--- src/rtl/can_bt_pkg.sv ---
package can_bt_pkg;

  parameter int PRE_W = 6;
  parameter int SJW_W = 2;
  parameter int TS1_W = 4;
  parameter int TS2_W = 3;
  parameter int REG_W = 8;

  typedef enum logic [1:0] {
    PH_SYNC = 2'd0,
    PH_SEG1 = 2'd1,
    PH_SEG2 = 2'd2
  } bt_phase_e;

  typedef struct packed {
    logic             triple;
    logic [TS2_W-1:0] ts2;
    logic [TS1_W-1:0] ts1;
    logic [SJW_W-1:0] sjw;
    logic [PRE_W-1:0] brp;
  } bt_cfg_t;

endpackage

--- src/rtl/can_bt_regs.sv ---
module can_bt_regs
  import can_bt_pkg::*;
(
  input  logic             clk,
  input  logic             rst_n,
  input  logic             init_req,
  input  logic             init_ack,
  input  logic             cfg_wr,
  input  logic             cfg_sel,
  input  logic [REG_W-1:0] cfg_wdata,
  output logic [REG_W-1:0] rate_q,
  output logic [REG_W-1:0] timing_q,
  output logic             init_on,
  output bt_cfg_t          cfg
);

  logic [REG_W-1:0] rate_d;
  logic [REG_W-1:0] timing_d;
  logic             wr_rate_en;
  logic             wr_timing_en;

  assign init_on      = init_req & init_ack;
  assign wr_rate_en   = cfg_wr & init_on & ~cfg_sel;
  assign wr_timing_en = cfg_wr & init_on &  cfg_sel;

  always_comb begin
    rate_d   = rate_q;
    timing_d = timing_q;
    if (wr_rate_en)   rate_d   = cfg_wdata;
    if (wr_timing_en) timing_d = cfg_wdata;
  end

  always_ff @(posedge clk or negedge rst_n) begin
    if (!rst_n) begin
      rate_q   <= '0;
      timing_q <= '0;
    end else begin
      rate_q   <= rate_d;
      timing_q <= timing_d;
    end
  end

  // field placement: timing bit 7 mode, 6:4 second segment, 3:0 first segment
  assign cfg.brp    = rate_q[PRE_W-1:0];
  assign cfg.sjw    = rate_q[REG_W-1 -: SJW_W];
  assign cfg.triple = timing_q[REG_W-1];
  assign cfg.ts2    = timing_q[TS1_W +: TS2_W];
  assign cfg.ts1    = timing_q[TS1_W-1:0];

endmodule

--- src/rtl/can_bt_prescaler.sv ---
module can_bt_prescaler #(
  parameter int W = 6
) (
  input  logic         clk,
  input  logic         rst_n,
  input  logic         clear,
  input  logic [W-1:0] div,
  output logic         tq_tick
);

  logic [W-1:0] cnt_q;
  logic [W-1:0] cnt_d;

  assign tq_tick = ~clear & (cnt_q == div);

  always_comb begin
    if (clear || tq_tick) cnt_d = '0;
    else                  cnt_d = cnt_q + W'(1);
  end

  always_ff @(posedge clk or negedge rst_n) begin
    if (!rst_n) cnt_q <= '0;
    else        cnt_q <= cnt_d;
  end

endmodule

--- src/rtl/can_bt_seq.sv ---
module can_bt_seq
  import can_bt_pkg::*;
#(
  parameter int T1W = 4,
  parameter int T2W = 3,
  parameter int JW  = 2
) (
  input  logic           clk,
  input  logic           rst_n,
  input  logic           clear,
  input  logic           tq_tick,
  input  logic           edge_fall,
  input  logic [T1W-1:0] ts1,
  input  logic [T2W-1:0] ts2,
  input  logic [JW-1:0]  sjw,
  output logic           sample_tick,
  output logic           bit_end
);

  localparam int QW = ((T1W > T2W) ? T1W : T2W) + 2;

  bt_phase_e       ph_q, ph_d;
  logic [QW-1:0]   q_q, q_d;
  logic [QW-1:0]   len1_q, len1_d;
  logic [QW-1:0]   len2_q, len2_d;
  logic            rs_q, rs_d;

  logic [QW-1:0]   jump_v;
  logic [QW-1:0]   base1;
  logic [QW-1:0]   base2;
  logic [QW-1:0]   err1;
  logic [QW-1:0]   rem2;
  logic [QW-1:0]   adj1;
  logic [QW-1:0]   adj2;
  logic [QW-1:0]   len1_n;
  logic [QW-1:0]   len2_n;
  logic            rs_go;
  logic            last1;
  logic            last2;

  assign jump_v = QW'(sjw) + QW'(1);
  assign base1  = QW'(ts1) + QW'(1);
  assign base2  = QW'(ts2) + QW'(1);
  assign err1   = q_q + QW'(1);
  assign rem2   = len2_q - q_q - QW'(1);

  // correction is folded into the same-cycle end-of-segment decision
  always_comb begin
    rs_go  = edge_fall & ~rs_q & ~clear & (ph_q != PH_SYNC);
    adj1   = (err1 < jump_v) ? err1 : jump_v;
    adj2   = (rem2 < jump_v) ? rem2 : jump_v;
    len1_n = (rs_go && ph_q == PH_SEG1) ? (len1_q + adj1) : len1_q;
    len2_n = (rs_go && ph_q == PH_SEG2) ? (len2_q - adj2) : len2_q;
    last1  = (q_q == (len1_n - QW'(1)));
    last2  = (q_q == (len2_n - QW'(1)));
  end

  assign sample_tick = tq_tick & (ph_q == PH_SEG1) & last1;
  assign bit_end     = tq_tick & (ph_q == PH_SEG2) & last2;

  always_comb begin
    ph_d   = ph_q;
    q_d    = q_q;
    len1_d = len1_q;
    len2_d = len2_q;
    rs_d   = rs_q;
    if (clear) begin
      ph_d   = PH_SYNC;
      q_d    = '0;
      len1_d = base1;
      len2_d = base2;
      rs_d   = 1'b0;
    end else begin
      len1_d = len1_n;
      len2_d = len2_n;
      if (rs_go) rs_d = 1'b1;
      if (tq_tick) begin
        unique case (ph_q)
          PH_SYNC: begin
            ph_d = PH_SEG1;
            q_d  = '0;
          end
          PH_SEG1: begin
            if (last1) begin
              ph_d = PH_SEG2;
              q_d  = '0;
            end else begin
              q_d = q_q + QW'(1);
            end
          end
          PH_SEG2: begin
            if (last2) begin
              ph_d   = PH_SYNC;
              q_d    = '0;
              len1_d = base1;
              len2_d = base2;
              rs_d   = 1'b0;
            end else begin
              q_d = q_q + QW'(1);
            end
          end
          default: begin
            ph_d = PH_SYNC;
            q_d  = '0;
          end
        endcase
      end
    end
  end

  always_ff @(posedge clk or negedge rst_n) begin
    if (!rst_n) begin
      ph_q   <= PH_SYNC;
      q_q    <= '0;
      len1_q <= QW'(1);
      len2_q <= QW'(1);
      rs_q   <= 1'b0;
    end else begin
      ph_q   <= ph_d;
      q_q    <= q_d;
      len1_q <= len1_d;
      len2_q <= len2_d;
      rs_q   <= rs_d;
    end
  end

endmodule

--- src/rtl/can_bt_sampler.sv ---
module can_bt_sampler #(
  parameter int HIST = 2
) (
  input  logic clk,
  input  logic rst_n,
  input  logic clear,
  input  logic tq_tick,
  input  logic sample_tick,
  input  logic triple,
  input  logic rx,
  output logic sample_vld,
  output logic sample_bit
);

  logic [HIST-1:0] hist_q, hist_d;
  logic            vld_d;
  logic            bit_d;
  logic            vote;

  assign vote = (hist_q[1] & hist_q[0]) | (hist_q[1] & rx) | (hist_q[0] & rx);

  always_comb begin
    hist_d = hist_q;
    if (tq_tick) hist_d = {hist_q[HIST-2:0], rx};
    vld_d = sample_tick & ~clear;
    bit_d = sample_bit;
    if (sample_tick) bit_d = triple ? vote : rx;
  end

  always_ff @(posedge clk or negedge rst_n) begin
    if (!rst_n) begin
      hist_q     <= '1;
      sample_vld <= 1'b0;
      sample_bit <= 1'b1;
    end else begin
      hist_q     <= hist_d;
      sample_vld <= vld_d;
      sample_bit <= bit_d;
    end
  end

endmodule

--- src/rtl/can_bit_timer.sv ---
module can_bit_timer
  import can_bt_pkg::*;
(
  input  logic             clk,
  input  logic             rst_n,
  input  logic             init_req,
  input  logic             init_ack,
  input  logic             cfg_wr,
  input  logic             cfg_sel,
  input  logic [REG_W-1:0] cfg_wdata,
  output logic [REG_W-1:0] rate_reg_q,
  output logic [REG_W-1:0] timing_reg_q,
  input  logic             rx_in,
  output logic             sample_vld,
  output logic             sample_bit,
  output logic             bit_start
);

  logic [1:0] rst_sync_q;
  logic       rst_i_n;
  bt_cfg_t    cfg;
  logic       init_on;
  logic       tq_tick;
  logic       rx_prev_q;
  logic       edge_fall;
  logic       sample_tick;
  logic       bit_end;
  logic       bit_start_d;

  // reset asserts at once, leaves on a clock edge
  always_ff @(posedge clk or negedge rst_n) begin
    if (!rst_n) rst_sync_q <= 2'b00;
    else        rst_sync_q <= {rst_sync_q[0], 1'b1};
  end
  assign rst_i_n = rst_sync_q[1];

  can_bt_regs u_regs (
    .clk       (clk),
    .rst_n     (rst_i_n),
    .init_req  (init_req),
    .init_ack  (init_ack),
    .cfg_wr    (cfg_wr),
    .cfg_sel   (cfg_sel),
    .cfg_wdata (cfg_wdata),
    .rate_q    (rate_reg_q),
    .timing_q  (timing_reg_q),
    .init_on   (init_on),
    .cfg       (cfg)
  );

  always_ff @(posedge clk or negedge rst_i_n) begin
    if (!rst_i_n) rx_prev_q <= 1'b1;
    else          rx_prev_q <= rx_in;
  end
  assign edge_fall = rx_prev_q & ~rx_in;

  can_bt_prescaler #(.W(PRE_W)) u_pre (
    .clk     (clk),
    .rst_n   (rst_i_n),
    .clear   (init_on),
    .div     (cfg.brp),
    .tq_tick (tq_tick)
  );

  can_bt_seq #(.T1W(TS1_W), .T2W(TS2_W), .JW(SJW_W)) u_seq (
    .clk         (clk),
    .rst_n       (rst_i_n),
    .clear       (init_on),
    .tq_tick     (tq_tick),
    .edge_fall   (edge_fall),
    .ts1         (cfg.ts1),
    .ts2         (cfg.ts2),
    .sjw         (cfg.sjw),
    .sample_tick (sample_tick),
    .bit_end     (bit_end)
  );

  can_bt_sampler #(.HIST(2)) u_smp (
    .clk         (clk),
    .rst_n       (rst_i_n),
    .clear       (init_on),
    .tq_tick     (tq_tick),
    .sample_tick (sample_tick),
    .triple      (cfg.triple),
    .rx          (rx_in),
    .sample_vld  (sample_vld),
    .sample_bit  (sample_bit)
  );

  assign bit_start_d = bit_end & ~init_on;

  always_ff @(posedge clk or negedge rst_i_n) begin
    if (!rst_i_n) bit_start <= 1'b0;
    else          bit_start <= bit_start_d;
  end

endmodule

--- config.mk ---
export PLATFORM = sky130hd
export DESIGN_NAME = can_bit_timer
export DESIGN_NICKNAME = d
export VERILOG_FILES = /design/src/rtl/can_bt_pkg.sv /design/src/rtl/can_bt_regs.sv /design/src/rtl/can_bt_prescaler.sv /design/src/rtl/can_bt_seq.sv /design/src/rtl/can_bt_sampler.sv /design/src/rtl/can_bit_timer.sv
export SDC_FILE = /design/constraint.sdc
export NUM_CORES = 1
export LEC_CHECK = 0
export ABC_AREA = 1
export BUFFER_PORTS_ARGS = -buffer_cell sky130_fd_sc_hd__buf_2
export CORE_UTILIZATION = 32
export DETAILED_ROUTE_END_ITERATION = 6
export GPL_ROUTABILITY_DRIVEN = 0
export HOLD_SLACK_MARGIN = 0.03
export PLACE_DENSITY_LB_ADDON = 0.1
export SYNTH_ARGS = -nofsm -noshare
export SYNTH_HDL_FRONTEND = slang
export SYNTH_SLANG_ARGS = --single-unit
export TNS_END_PERCENT = 50
--- constraint.sdc ---
create_clock -name clk -period 3.85 [get_ports clk]
set_clock_uncertainty 0.15 [all_clocks]
set_input_delay 0.385 -clock clk [delete_from_list [all_inputs] [get_ports clk]]
set_output_delay 0.385 -clock clk [all_outputs]
set_load 0.005 [all_outputs]
==> impl_metrics.env <==
export IMPL_numCtsBuffers=5
export IMPL_hold_viol=0
export IMPL_cp_end_kind="flop"
export IMPL_power_switching_w=0.00129
export IMPL_p_leak_nw=2.57
export IMPL_status="complete, but fails checks"
export IMPL_crit_arrival_ns=4.44
export IMPL_worst_slack_ns=-0.572
export IMPL_fmax_mhz=226
export IMPL_crit_type="flop to flop"
export IMPL_synth_seq_area_share_pct=33.3
export IMPL_finalSetupViolCount=24
export IMPL_first_pass_iters=6
export IMPL_synth_area_per_cell_um2=7.35
export IMPL_grt_max_degree=50
export IMPL_coreArea_um2=11600
export IMPL_rsz0062_at_grt="true"
export IMPL_r2r_cells=26
export IMPL_ys_ff_latch=51
export IMPL_via_per_inst=4.68
export IMPL_areaGrowthSynthToFinish_pct=28.0
export IMPL_powerDensity_nw_per_um2=597
export IMPL_grt_pass1_vias=3434
export IMPL_syn_instance_count=525
export IMPL_die_h_um=112
export IMPL_pre_cts_slack_ns=-0.741
export IMPL_power_w=0.00295
export IMPL_min_path_cells=1
export IMPL_max_cap_violations=0
export IMPL_clkPwrFrac_pct=16.0
export IMPL_clk_latency_ns=0.30
export IMPL_start_kind="flop"
export IMPL_slew_viol_final=0
export IMPL_wl_um=10300
export IMPL_max_slew_worst_pin_slew_ns=0.661
export IMPL_yosys_area_top_type_share_pct=29.2
export IMPL_crit_fanout=6
export IMPL_gr_total_overflow=0
export IMPL_drt_initial_drc_count=125
export IMPL_die_w_um=112
export IMPL_slew_headroom_pct=55.9
export IMPL_comb_power_share_pct=58.1
export IMPL_grt_total_usage_pct=17.9
export IMPL_cts_root_buffer="clkbuf_16"
export IMPL_ir_worst_vdd_mv=0.340
export IMPL_yosysWarnings=0
export IMPL_yosysTopAreaCell="dfrtp_1"
export IMPL_dieArea_um2=12500
export IMPL_cts_sinks=51
export IMPL_cts_max_path_buffers=2
export IMPL_grt_pass1_wl_um=17400
export IMPL_postRouteAntennaNets=0
export IMPL_pwr_share_seq_pct=25.9
export IMPL_synth_area_um2=3860
export IMPL_min_period_over_period_pct=115
export IMPL_rows=39
export IMPL_antenna_cells=0
export IMPL_hp_class="input port to flop"
export IMPL_wl_per_cell_um=13.5
export IMPL_initial_utilization_pct=33.4
export IMPL_antenna_found_initial=0
export IMPL_switching_share_pct=43.9
export IMPL_synthTopCellsByArea="dfrtp_1 29%, nand2_1 14%, ha_1 9.4%, inv_1 6.7%, nand3_1 6.6%"
export IMPL_violations="design-rule violations, negative setup slack"
export IMPL_num_vias=3580
export IMPL_synth_distinct_cells=36
export IMPL_ios=34
export IMPL_p_int_w=0.00165
export IMPL_fin_nets=668
export IMPL_post_route_cells_drive_above_1_share_pct=27.8
export IMPL_h_tree_depth=2
export IMPL_cts_tree="yes"
export IMPL_clk_pin_slew_ns=0.07
export IMPL_drc=2
export IMPL_dp_hpwl_um=8270
export IMPL_port_buffers=33
export IMPL_timing_final_crit_period_ns=4.42
export IMPL_required_ns=3.87
==> power by group through the flow <==
stage | combinational [W] | sequential (W) | clock, W
floorplan | 0.00107 | 0.000762 | 0
global placement | 0.00154 | 0.000772 | 0
detailed placement | 0.00156 | 0.000773 | 0
CTS | 0.00162 | 0.000763 | 0.000486
global route | 0.00196 | 0.000784 | 0.000511
finish | 0.00171 | 0.000763 | 0.000471
==> registers in the layout, summed over array words and instances (netlist names), 2 cells and up <==
name and flops:
u_regs.rate_q 8, rst_sync_q 2, u_seq.q_q 6, u_seq.len2_q 6
u_seq.ph_q 2, u_seq.len1_q 6, u_pre.cnt_q 6, u_smp.hist_q 2
u_regs.timing_q 8
==> final cells by class <==
cell class | count | area (um^2)
Clock inverter | 3 | 27.5
Fill cell | 1186 | 6630
Clock buffer | 5 | 125
Timing Repair Buffer | 94 | 629
Inverter | 71 | 267
Tap cell | 143 | 179
Multi-Input combinational cell | 398 | 2430
Sequential cell | 51 | 1280
==> kinds of logic after synthesis <==
| family | Yosys count | share of synthesized area, % |
|---|---|---|
| simple gates | 278 | 33.9 |
| buf+inv | 79 | 8.20 |
| compound gates | 59 | 8.04 |
| flops | 51 | 33.3 |
| fa+ha+maj | 32 | 11.0 |
| xor+xnor | 24 | 5.45 |
| other cells | 2 | 0.195 |
==> final timing paths <==
path	start	end	slack, ns
setup reg to reg	u_seq.len2_q[0]	u_seq.q_q[2]	-0.57
max in group asynchronous	rst_sync_q[1]	u_seq.len1_q[1]	2.88
hold reg to reg	rst_sync_q[0]	rst_sync_q[1]	0.20
hold / removal	rx_in	rx_prev_q	0.07
setup / recovery	u_seq.len2_q[0]	u_seq.q_q[2]	-0.57
min in group asynchronous	rst_sync_q[1]	u_smp.sample_vld	0.21
==> worst max-delay path, cell delays in order, from the launching register on <==
cell and delay [ns]:
dfstp_2 0.56, ha_4 0.14, inv_2 0.03, fa_2 0.52, inv_2 0.05, ha_4 0.23
o21ai_2 0.05, nand2_1 0.07, nand2_2 0.08, o2111ai_4 0.17, nor2_2 0.16, a21oi_2 0.04
ha_2 0.18, fa_1 0.49, nand3_2 0.08, nand2_2 0.11, ha_4 0.20, xor2_1 0.13
nand2_1 0.08, nor2_2 0.10, nand3_2 0.11, nor2_2 0.11, nand2_2 0.07, o21ai_2 0.12
nand2_2 0.12, nand2_1 0.08, o21ai_1 0.06
==> metal layers <==
layer | track usage, % | part of all wire (%) | up-vias
met5 | 0 | 0 | -
met4 | 4.32 | 0.94 | 0
met3 | 3.16 | 3.2 | 10
met2 | 27.6 | 44 | 52
met1 | 25.9 | 52 | 1645
li1 | - | - | 1873
==> synth_stat cells <==
cell type	n
xor2_1	20
ha_1	29
and3_1	1
inv_1	69
nand3_2	5
inv_2	2
nor3_1	1
nor2_4	4
nand4_1	5
conb_1	2
nand2_2	9
nand4_2	1
buf_4	1
fa_1	3
a31oi_1	1
nand3b_1	6
o21ai_0	30
o21ai_1	13
nand3_1	51
nand2_1	144
nor2_1	40
dfstp_2	6
nand4_4	2
a21oi_1	10
clkbuf_2	1
nand2_4	2
nor2_2	3
clkbuf_1	4
a211oi_1	3
o2111ai_1	1
or2_2	3
dfrtp_1	45
nor3b_1	1
o21a_1	1
xnor2_1	4
buf_6	2
==> timing repair <==
action	in CTS	in global routing
resized for setup	10	22
pin swaps	9	16
setup endpoints to repair	24	24
hold buffers	1	0
endpoints found under the hold margin	2	0
buffers inserted	2	3
==> stage by stage <==
step | instance area, um^2 | util, % | setup TNS, ns | std cells | hold slack, ns
2_1_floorplan | 3910 | - | -8.65 | 528 | -0.0606
3_3_place_gp | 4620 | 40.0 | -13.14 | 751 | 0.0199
3_5_place_dp | 4620 | 40.0 | -15.55 | 751 | 0.0203
4_1_cts | 4830 | 41.8 | -13.11 | 762 | 0.0675
5_1_grt | 4940 | 42.7 | -17.90 | 765 | 0.0646
6_report | 4940 | 42.7 | -12.00 | 765 | 0.0724
==> cells in the final DEF (no fill, tap or decap), types with 12 or more instances in the layout <==
cell	netlist	final
buf_2	0	33
buf_4	1	59
dfrtp_1	45	44
ha_1	29	24
inv_1	69	65
nand2_1	144	139
nand2_2	9	14
nand3_1	51	47
nor2_1	40	36
o21ai_0	30	26
o21ai_1	13	12
xor2_1	20	19
Note: power is estimated with default switching activity, not from simulation.
